--- config.mk ---
export PLATFORM = sky130hd
export DESIGN_NAME = dtrig_regfile
export DESIGN_NICKNAME = d
export VERILOG_FILES = /design/src/rtl/dtrig_pkg.sv /design/src/rtl/dtrig_select.sv /design/src/rtl/dtrig_slot.sv /design/src/rtl/dtrig_rdmux.sv /design/src/rtl/dtrig_regfile.sv
export SDC_FILE = /design/constraint.sdc
export NUM_CORES = 1
export LEC_CHECK = 0
export BUFFER_PORTS_ARGS = -buffer_cell sky130_fd_sc_hd__buf_4
export CORE_MARGIN = 2
export CORE_UTILIZATION = 53
export DETAILED_ROUTE_END_ITERATION = 16
export PLACE_DENSITY = 0.9
export RECOVER_POWER = 100
export SYNTH_ARGS = -nofsm -noshare
export SYNTH_HDL_FRONTEND = slang
export SYNTH_HIERARCHICAL = 1
export SYNTH_SLANG_ARGS = --single-unit
--- constraint.sdc ---
create_clock -name clk -period 2.2 [get_ports clk]
set_input_delay 0.22 -clock clk [delete_from_list [all_inputs] [get_ports clk]]
set_output_delay 0.22 -clock clk [all_outputs]
set_load 0.02 [all_outputs]
--- src/rtl/dtrig_pkg.sv ---
package dtrig_pkg;

    // Low-order field positions of the control word (decoded by the match logic)
    localparam int unsigned LOW_W      = 20;
    localparam int unsigned B_LOAD     = 0;
    localparam int unsigned B_STORE    = 1;
    localparam int unsigned B_EXEC     = 2;
    localparam int unsigned B_U        = 3;
    localparam int unsigned B_S        = 4;
    localparam int unsigned B_M        = 6;
    localparam int unsigned B_MATCH    = 7;
    localparam int unsigned B_CHAIN    = 11;
    localparam int unsigned B_ACTION   = 12;
    localparam int unsigned B_TIMING   = 18;
    localparam int unsigned B_SELECT   = 19;

    localparam logic [3:0] TRIG_KIND   = 4'd2;

    typedef struct packed {
        logic       dmode;
        logic       addr_sel;
        logic       timing;
        logic [5:0] action;
        logic       chain;
        logic [3:0] match;
        logic       en_m;
        logic       en_s;
        logic       en_u;
        logic       on_exec;
        logic       on_store;
        logic       on_load;
    } trig_cfg_t;

    function automatic trig_cfg_t decode_low(input logic [LOW_W-1:0] w, input logic dm);
        trig_cfg_t c;
        c.dmode    = dm;
        c.addr_sel = w[B_SELECT];
        c.timing   = w[B_TIMING];
        c.action   = w[B_ACTION +: 6];
        c.chain    = w[B_CHAIN];
        c.match    = w[B_MATCH +: 4];
        c.en_m     = w[B_M];
        c.en_s     = w[B_S];
        c.en_u     = w[B_U];
        c.on_exec  = w[B_EXEC];
        c.on_store = w[B_STORE];
        c.on_load  = w[B_LOAD];
        return c;
    endfunction

    function automatic logic [LOW_W-1:0] encode_low(input trig_cfg_t c);
        logic [LOW_W-1:0] w;
        w              = '0;
        w[B_SELECT]    = c.addr_sel;
        w[B_TIMING]    = c.timing;
        w[B_ACTION+:6] = c.action;
        w[B_CHAIN]     = c.chain;
        w[B_MATCH+:4]  = c.match;
        w[B_M]         = c.en_m;
        w[B_S]         = c.en_s;
        w[B_U]         = c.en_u;
        w[B_EXEC]      = c.on_exec;
        w[B_STORE]     = c.on_store;
        w[B_LOAD]      = c.on_load;
        return w;
    endfunction

endpackage

--- src/rtl/dtrig_select.sv ---
module dtrig_select #(
    parameter int unsigned XLEN     = 32,
    parameter int unsigned NUM_TRIG = 4,
    localparam int unsigned SEL_W   = (NUM_TRIG > 1) ? $clog2(NUM_TRIG) : 1
) (
    input  logic             clk,
    input  logic             rst_n,
    input  logic             wr,
    input  logic [XLEN-1:0]  wdata,
    output logic [SEL_W-1:0] sel_o
);
    logic [SEL_W-1:0] sel_d, sel_q;
    logic             in_range;

    always_comb begin
        in_range = (wdata < XLEN'(NUM_TRIG));
        sel_d    = sel_q;
        if (wr && in_range) begin
            sel_d = wdata[SEL_W-1:0];
        end
    end

    always_ff @(posedge clk or negedge rst_n) begin
        if (!rst_n) sel_q <= '0;
        else        sel_q <= sel_d;
    end

    assign sel_o = sel_q;
endmodule

--- src/rtl/dtrig_slot.sv ---
module dtrig_slot
    import dtrig_pkg::*;
#(
    parameter int unsigned XLEN     = 32,
    parameter logic [5:0]  MASK_MAX = 6'd5
) (
    input  logic            clk,
    input  logic            rst_n,
    input  logic            in_debug,
    input  logic            wr_ctrl,
    input  logic            wr_cmp,
    input  logic [XLEN-1:0] wdata,
    output logic [XLEN-1:0] ctrl_word,
    output logic [XLEN-1:0] cmp_word,
    output trig_cfg_t       cfg_o
);
    localparam int unsigned DMODE_BIT = XLEN - 5;

    typedef struct packed {
        trig_cfg_t       cfg;
        logic [XLEN-1:0] cmp;
    } slot_state_t;

    slot_state_t st_d, st_q;
    logic        locked;

    always_comb begin
        st_d   = st_q;
        locked = st_q.cfg.dmode && !in_debug;
        if (wr_ctrl && !locked) begin
            st_d.cfg = decode_low(wdata[LOW_W-1:0], wdata[DMODE_BIT]);
            if (st_d.cfg.on_exec) begin
                st_d.cfg.timing = 1'b0;
            end
        end
        if (wr_cmp && !locked) begin
            st_d.cmp = wdata;
        end
    end

    always_ff @(posedge clk or negedge rst_n) begin
        if (!rst_n) st_q <= '0;
        else        st_q <= st_d;
    end

    always_comb begin
        ctrl_word                  = '0;
        ctrl_word[XLEN-1 -: 4]     = TRIG_KIND;
        ctrl_word[DMODE_BIT]       = st_q.cfg.dmode;
        ctrl_word[XLEN-6 -: 6]     = MASK_MAX;
        ctrl_word[LOW_W-1:0]       = encode_low(st_q.cfg);
    end

    assign cmp_word = st_q.cmp;
    assign cfg_o    = st_q.cfg;
endmodule

--- src/rtl/dtrig_rdmux.sv ---
module dtrig_rdmux #(
    parameter int unsigned XLEN      = 32,
    parameter int unsigned NUM_TRIG  = 4,
    parameter int unsigned ADDR_W    = 12,
    parameter logic [ADDR_W-1:0] ADDR_SEL  = 12'h7A0,
    parameter logic [ADDR_W-1:0] ADDR_CTRL = 12'h7A1,
    parameter logic [ADDR_W-1:0] ADDR_CMP  = 12'h7A2,
    localparam int unsigned SEL_W    = (NUM_TRIG > 1) ? $clog2(NUM_TRIG) : 1
) (
    input  logic [ADDR_W-1:0]        addr,
    input  logic [SEL_W-1:0]         sel,
    input  logic [NUM_TRIG*XLEN-1:0] ctrl_bus,
    input  logic [NUM_TRIG*XLEN-1:0] cmp_bus,
    output logic [XLEN-1:0]          rdata
);
    logic [XLEN-1:0] ctrl_pick, cmp_pick;

    always_comb begin
        ctrl_pick = '0;
        cmp_pick  = '0;
        for (int k = 0; k < NUM_TRIG; k++) begin
            if (sel == SEL_W'(k)) begin
                ctrl_pick = ctrl_bus[k*XLEN +: XLEN];
                cmp_pick  = cmp_bus[k*XLEN +: XLEN];
            end
        end
    end

    always_comb begin
        rdata = '0;
        if (addr == ADDR_SEL)       rdata = XLEN'(sel);
        else if (addr == ADDR_CTRL) rdata = ctrl_pick;
        else if (addr == ADDR_CMP)  rdata = cmp_pick;
    end
endmodule

--- src/rtl/dtrig_regfile.sv ---
module dtrig_regfile
    import dtrig_pkg::*;
#(
    parameter int unsigned XLEN      = 32,
    parameter int unsigned NUM_TRIG  = 4,
    parameter int unsigned ADDR_W    = 12,
    parameter logic [5:0]  MASK_MAX  = 6'd5,
    parameter logic [ADDR_W-1:0] ADDR_SEL  = 12'h7A0,
    parameter logic [ADDR_W-1:0] ADDR_CTRL = 12'h7A1,
    parameter logic [ADDR_W-1:0] ADDR_CMP  = 12'h7A2,
    parameter logic [ADDR_W-1:0] ADDR_AUX  = 12'h7A3
) (
    input  logic                     clk,
    input  logic                     rst_n,
    input  logic [ADDR_W-1:0]        csr_addr,
    input  logic [XLEN-1:0]          csr_wdata,
    input  logic                     csr_we,
    output logic [XLEN-1:0]          csr_rdata,
    input  logic                     in_debug,
    output logic [NUM_TRIG*XLEN-1:0] trig_ctrl_o,
    output logic [NUM_TRIG*XLEN-1:0] trig_cmp_o,
    output logic                     any_fetch_o,
    output logic                     any_load_o,
    output logic                     any_store_o
);
    localparam int unsigned SEL_W = (NUM_TRIG > 1) ? $clog2(NUM_TRIG) : 1;

    logic [SEL_W-1:0]    sel_q;
    logic                wr_sel, wr_ctrl_any, wr_cmp_any;
    logic [NUM_TRIG-1:0] wr_ctrl, wr_cmp;
    trig_cfg_t           cfg [NUM_TRIG];

    always_comb begin
        wr_sel      = csr_we && (csr_addr == ADDR_SEL);
        wr_ctrl_any = csr_we && (csr_addr == ADDR_CTRL);
        wr_cmp_any  = csr_we && (csr_addr == ADDR_CMP);
        for (int k = 0; k < NUM_TRIG; k++) begin
            wr_ctrl[k] = wr_ctrl_any && (sel_q == SEL_W'(k));
            wr_cmp[k]  = wr_cmp_any  && (sel_q == SEL_W'(k));
        end
    end

    dtrig_select #(.XLEN(XLEN), .NUM_TRIG(NUM_TRIG)) u_sel (
        .clk   (clk),
        .rst_n (rst_n),
        .wr    (wr_sel),
        .wdata (csr_wdata),
        .sel_o (sel_q)
    );

    for (genvar g = 0; g < NUM_TRIG; g++) begin : g_slot
        dtrig_slot #(.XLEN(XLEN), .MASK_MAX(MASK_MAX)) u_slot (
            .clk       (clk),
            .rst_n     (rst_n),
            .in_debug  (in_debug),
            .wr_ctrl   (wr_ctrl[g]),
            .wr_cmp    (wr_cmp[g]),
            .wdata     (csr_wdata),
            .ctrl_word (trig_ctrl_o[g*XLEN +: XLEN]),
            .cmp_word  (trig_cmp_o[g*XLEN +: XLEN]),
            .cfg_o     (cfg[g])
        );
    end

    dtrig_rdmux #(
        .XLEN(XLEN), .NUM_TRIG(NUM_TRIG), .ADDR_W(ADDR_W),
        .ADDR_SEL(ADDR_SEL), .ADDR_CTRL(ADDR_CTRL), .ADDR_CMP(ADDR_CMP)
    ) u_rd (
        .addr     (csr_addr),
        .sel      (sel_q),
        .ctrl_bus (trig_ctrl_o),
        .cmp_bus  (trig_cmp_o),
        .rdata    (csr_rdata)
    );

    always_comb begin
        any_fetch_o = 1'b0;
        any_load_o  = 1'b0;
        any_store_o = 1'b0;
        for (int k = 0; k < NUM_TRIG; k++) begin
            any_fetch_o = any_fetch_o | cfg[k].on_exec;
            any_load_o  = any_load_o  | cfg[k].on_load;
            any_store_o = any_store_o | cfg[k].on_store;
        end
    end
endmodule

==> metrics.txt <==
final wirelength=~36000 um; yosys warns=6; Pleak=6.86 nW; final hold slack=around 0.013 ns; HP Start=csr_wdata[26]; Worst setup endpoint=csr_rdata[22]; number of max-cap violations=1; H-tree depth=1; P&R area growth vs syn=19.2%; Die ar.=approximately 24000 sq um; Startpoint Class=register; slowest stage delay, CP=between 0.4 and 0.5 ns; Most common cell on crit path=buf_12; number of primary I/O pins=between 300 and 400; 1st-pass router iterations=7; I/O Buffers=290; final clock skew=0.00946 ns; final setup fails=just under 70; Post-Synthesis Mean Instance Area=14.9 sq um; Final Total Pwr=0.00800 W; site row count=between 50 and 60; CORE AREA=between 20000 and 25000 sq um; post-route minimum period=between 2 and 2.5 ns; CTS sink count=210; CP max-delay cell=dfrtp_4; Max Freq=between 400 and 500 MHz; GPL Wtd Cong=~0.85; Worst setup startpoint=u_sel/sel_o[0]$_DFFE_PN0P_; layout cells sized above 1=0.447; Hold/Removal Path Class=in -> reg; first-pass GRT wire length=between 50000 and 60000 um; DRC viols=0; Yosys cell types=35; RSZ-0062 raised after global routing=yes; sequential share of the synthesized area=0.441; P per Cell Area=564 nW/um^2; die width=154 um; CP cell instances=buf_12 > buf_12 > buf_16 > mux4_2 > a22oi_2 > nor2_1 > buf_4; largest net degree at the start of global routing=67; Nets=roughly 1100; initial antenna violation count=0; crit path kind=reg -> out; Post-DRT Antenna Nets=0; reg2reg path depth=6; status=finished, violations left; critical path data required time=around 2.0 ns; Slew Limit Fails=67; CTS root buffer=clkbuf_16; setup ws final=-0.278 ns; via/cell ratio=~6; hpwl dp=approximately 23000 um; number of synthesized flops with an enable pin=0; synthesized cell area=~12000 sq um; Overflow after GRT=0; Clock Latency Late Sink=0.51 ns; asr flop ratio synth=1.00; final worst-path cycle share=1.13; Max IR drop VDD=~0.43 mV; CTS tree=done; Critical Path AT=roughly 2.3 ns; Crit Path Max Fanout=5; Initial DRC Count=662; failing checks=max-capacitance violations, max-slew violations, negative setup slack; Mapped Cells=797; Max-slew headroom=-0.159; Initial Util=0.542; Num CTS Buffers=23; clock slew at reported path FFs=0.06 ns; Total GRT Usage=0.291; die height=154 um; RR Startpoint=u_sel/sel_o[1]$_DFFE_PN0P_; diode count=0; ys flop type=dfrtp_1; Worst Tran Pin Value=approximately 1.7 ns; R2R Setup Slk=-0.25 ns; endpoints failing hold=0; Worst setup EP type=output port; drt wl/cell=~27 um; number of global-route vias before repair=~8000; maximum clock path buffer count=3; vias after detailed routing=between 7000 and 8000; #FFs+latches synth=210; RR Endpoint=g_slot[1].u_slot/cfg_o[11]$_DFFE_PN0P_
## cell usage after synthesis (all sizes together), types with 2 or more instances
| cell | n | area share |
|---|---|---|
| or3b | 2 | 0.0015 |
| dfrtp | 210 | 0.44 |
| a22o | 4 | 0.0029 |
| mux2 | 208 | 0.25 |
| nand2b | 4 | 0.0046 |
| nor2 | 31 | 0.010 |
| buf | 162 | 0.11 |
| mux2i | 2 | 0.0017 |
| nand4bb | 5 | 0.0047 |
| a31oi | 2 | 0.0011 |
| clkbuf | 11 | 0.0035 |
| nand4 | 2 | 0.0011 |
| nand4b | 2 | 0.0015 |
| nor2b | 6 | 0.0032 |
| mux4 | 61 | 0.12 |
| nand3b | 4 | 0.0025 |
| nor4 | 15 | 0.0084 |
| a22oi | 30 | 0.019 |
| conb | 8 | 0.0025 |
| or4 | 4 | 0.0025 |
| nor3 | 3 | 0.0013 |
| nand2 | 14 | 0.0095 |
| a21oi | 3 | 0.0013 |
## final cells by class
type | count | area, sq um
Clock buffer | 35 | 651
Clock inverter | 3 | 43.8
Fill cell | 1724 | 7770
Multi-Input combinational cell | 455 | 5640
Sequential cell | 210 | 5260
Tap cell | 280 | 350
Timing Repair Buffer | 353 | 2240
## worst max-delay path, delay by kind of cell, from the launching register on
kind                   cells  cell delay, ns
multiplexers               1            0.47
buffers and inverters      4            0.60
AO/OA/AOI/OAI              1            0.14
flip-flops                 1            0.49
AND/OR/NAND/NOR            1            0.05
## worst min-delay path by stage
stage | endpoint | slack [ns] | cells after the start
2_1_floorplan | g_slot[0].u_slot/cfg_o[0]$_DFFE_PN0P_ | -0.08 | 0
3_3_place_gp | g_slot[2].u_slot/cmp_word[1]$_DFFE_PN0P_ | 0.27 | 1
3_5_place_dp | g_slot[3].u_slot/cfg_o[1]$_DFFE_PN0P_ | 0.28 | 1
4_1_cts | g_slot[2].u_slot/cmp_word[26]$_DFFE_PN0P_ | 0.002 | 2
5_1_grt | g_slot[0].u_slot/cmp_word[26]$_DFFE_PN0P_ | -0.007 | 2
6_report | g_slot[2].u_slot/cmp_word[26]$_DFFE_PN0P_ | 0.01 | 2
## logic make-up (layout without fill, tap and decap cells)
| kind of cell | count (synthesis) | in the layout | synth area share |
|---|---|---|---|
| muxes | 271 | 271 | 0.366 |
| DFF | 210 | 210 | 0.441 |
| buffers and inverters | 173 | 391 | 0.112 |
| and+or+nand+nor | 93 | 94 | 0.0519 |
| AOI/OAI and AO/OA | 42 | 42 | 0.0263 |
| other | 8 | 48 | 0.00252 |
## metal layers
metal,GRT usage,wire (um),up-vias
met2,0.485,17700,459
met1,0.381,13800,4186
li1,-,-,3262
met5,0,0,-
met4,0.0979,1260,0
met3,0.0640,2990,87
## where the power goes
part | total [W] | internal [W] | leakage [nW] | switching [W]
logic | 0.000470 | 0.000138 | 3.59 | 0.000332
registers | 0.00387 | 0.00387 | 2.93 | 0.00000412
clock network | 0.00365 | 0.00214 | 0.338 | 0.00151
total | 0.00800 | 0.00614 | 6.86 | 0.00185
## cells in the final DEF (no fill, tap or decap), types with 5 or more instances in the layout
cell / instances
clkbuf_1: 221
dfrtp_1: 208
mux2_4: 158
buf_4: 99
mux4_2: 58
mux2_2: 48
conb_1: 48
nor2_1: 31
clkbuf_16: 24
a22oi_2: 20
nor4_1: 11
buf_12: 11
a22oi_1: 10
dlygate4sd3_1: 9
buf_6: 8
buf_16: 7
nand2_4: 6
nand4bb_1: 5
nand2_1: 5
## registers in the layout, summed over array words and instances (netlist names)
| name | count |
|---|---|
| g_slot.u_slot/cfg_o | 80 |
| g_slot.u_slot/cmp_word | 128 |
| u_sel/sel_o | 2 |
## stage by stage
| stage | utilization | setup TNS [ns] | cells | area, sq um | setup slack (ns) |
|---|---|---|---|---|---|
| 6_report | 0.646 | -11.69 | 1336 | 14200 | -0.278 |
| 5_1_grt | 0.646 | -25.01 | 1336 | 14200 | -0.342 |
| 4_1_cts | 0.683 | -8.04 | 1335 | 15000 | -0.286 |
| 3_5_place_dp | 0.626 | 0 | 1269 | 13700 | 0.0612 |
| 3_3_place_gp | 0.626 | 0 | 1269 | 13700 | 0.0635 |
| 2_1_floorplan | - | 0 | 837 | 12100 | 0.182 |
## timing repair
action                                  4_1_cts  5_1_grt
hold endpoints to repair                     92        0
buffers inserted                             12        0
endpoints found under the setup margin       32      181
hold buffers                                  9        0
pin swaps                                     8       17
gates resized for setup                      35       19
gates cloned                                  7        2
Note: power is estimated with default switching activity, not from simulation.
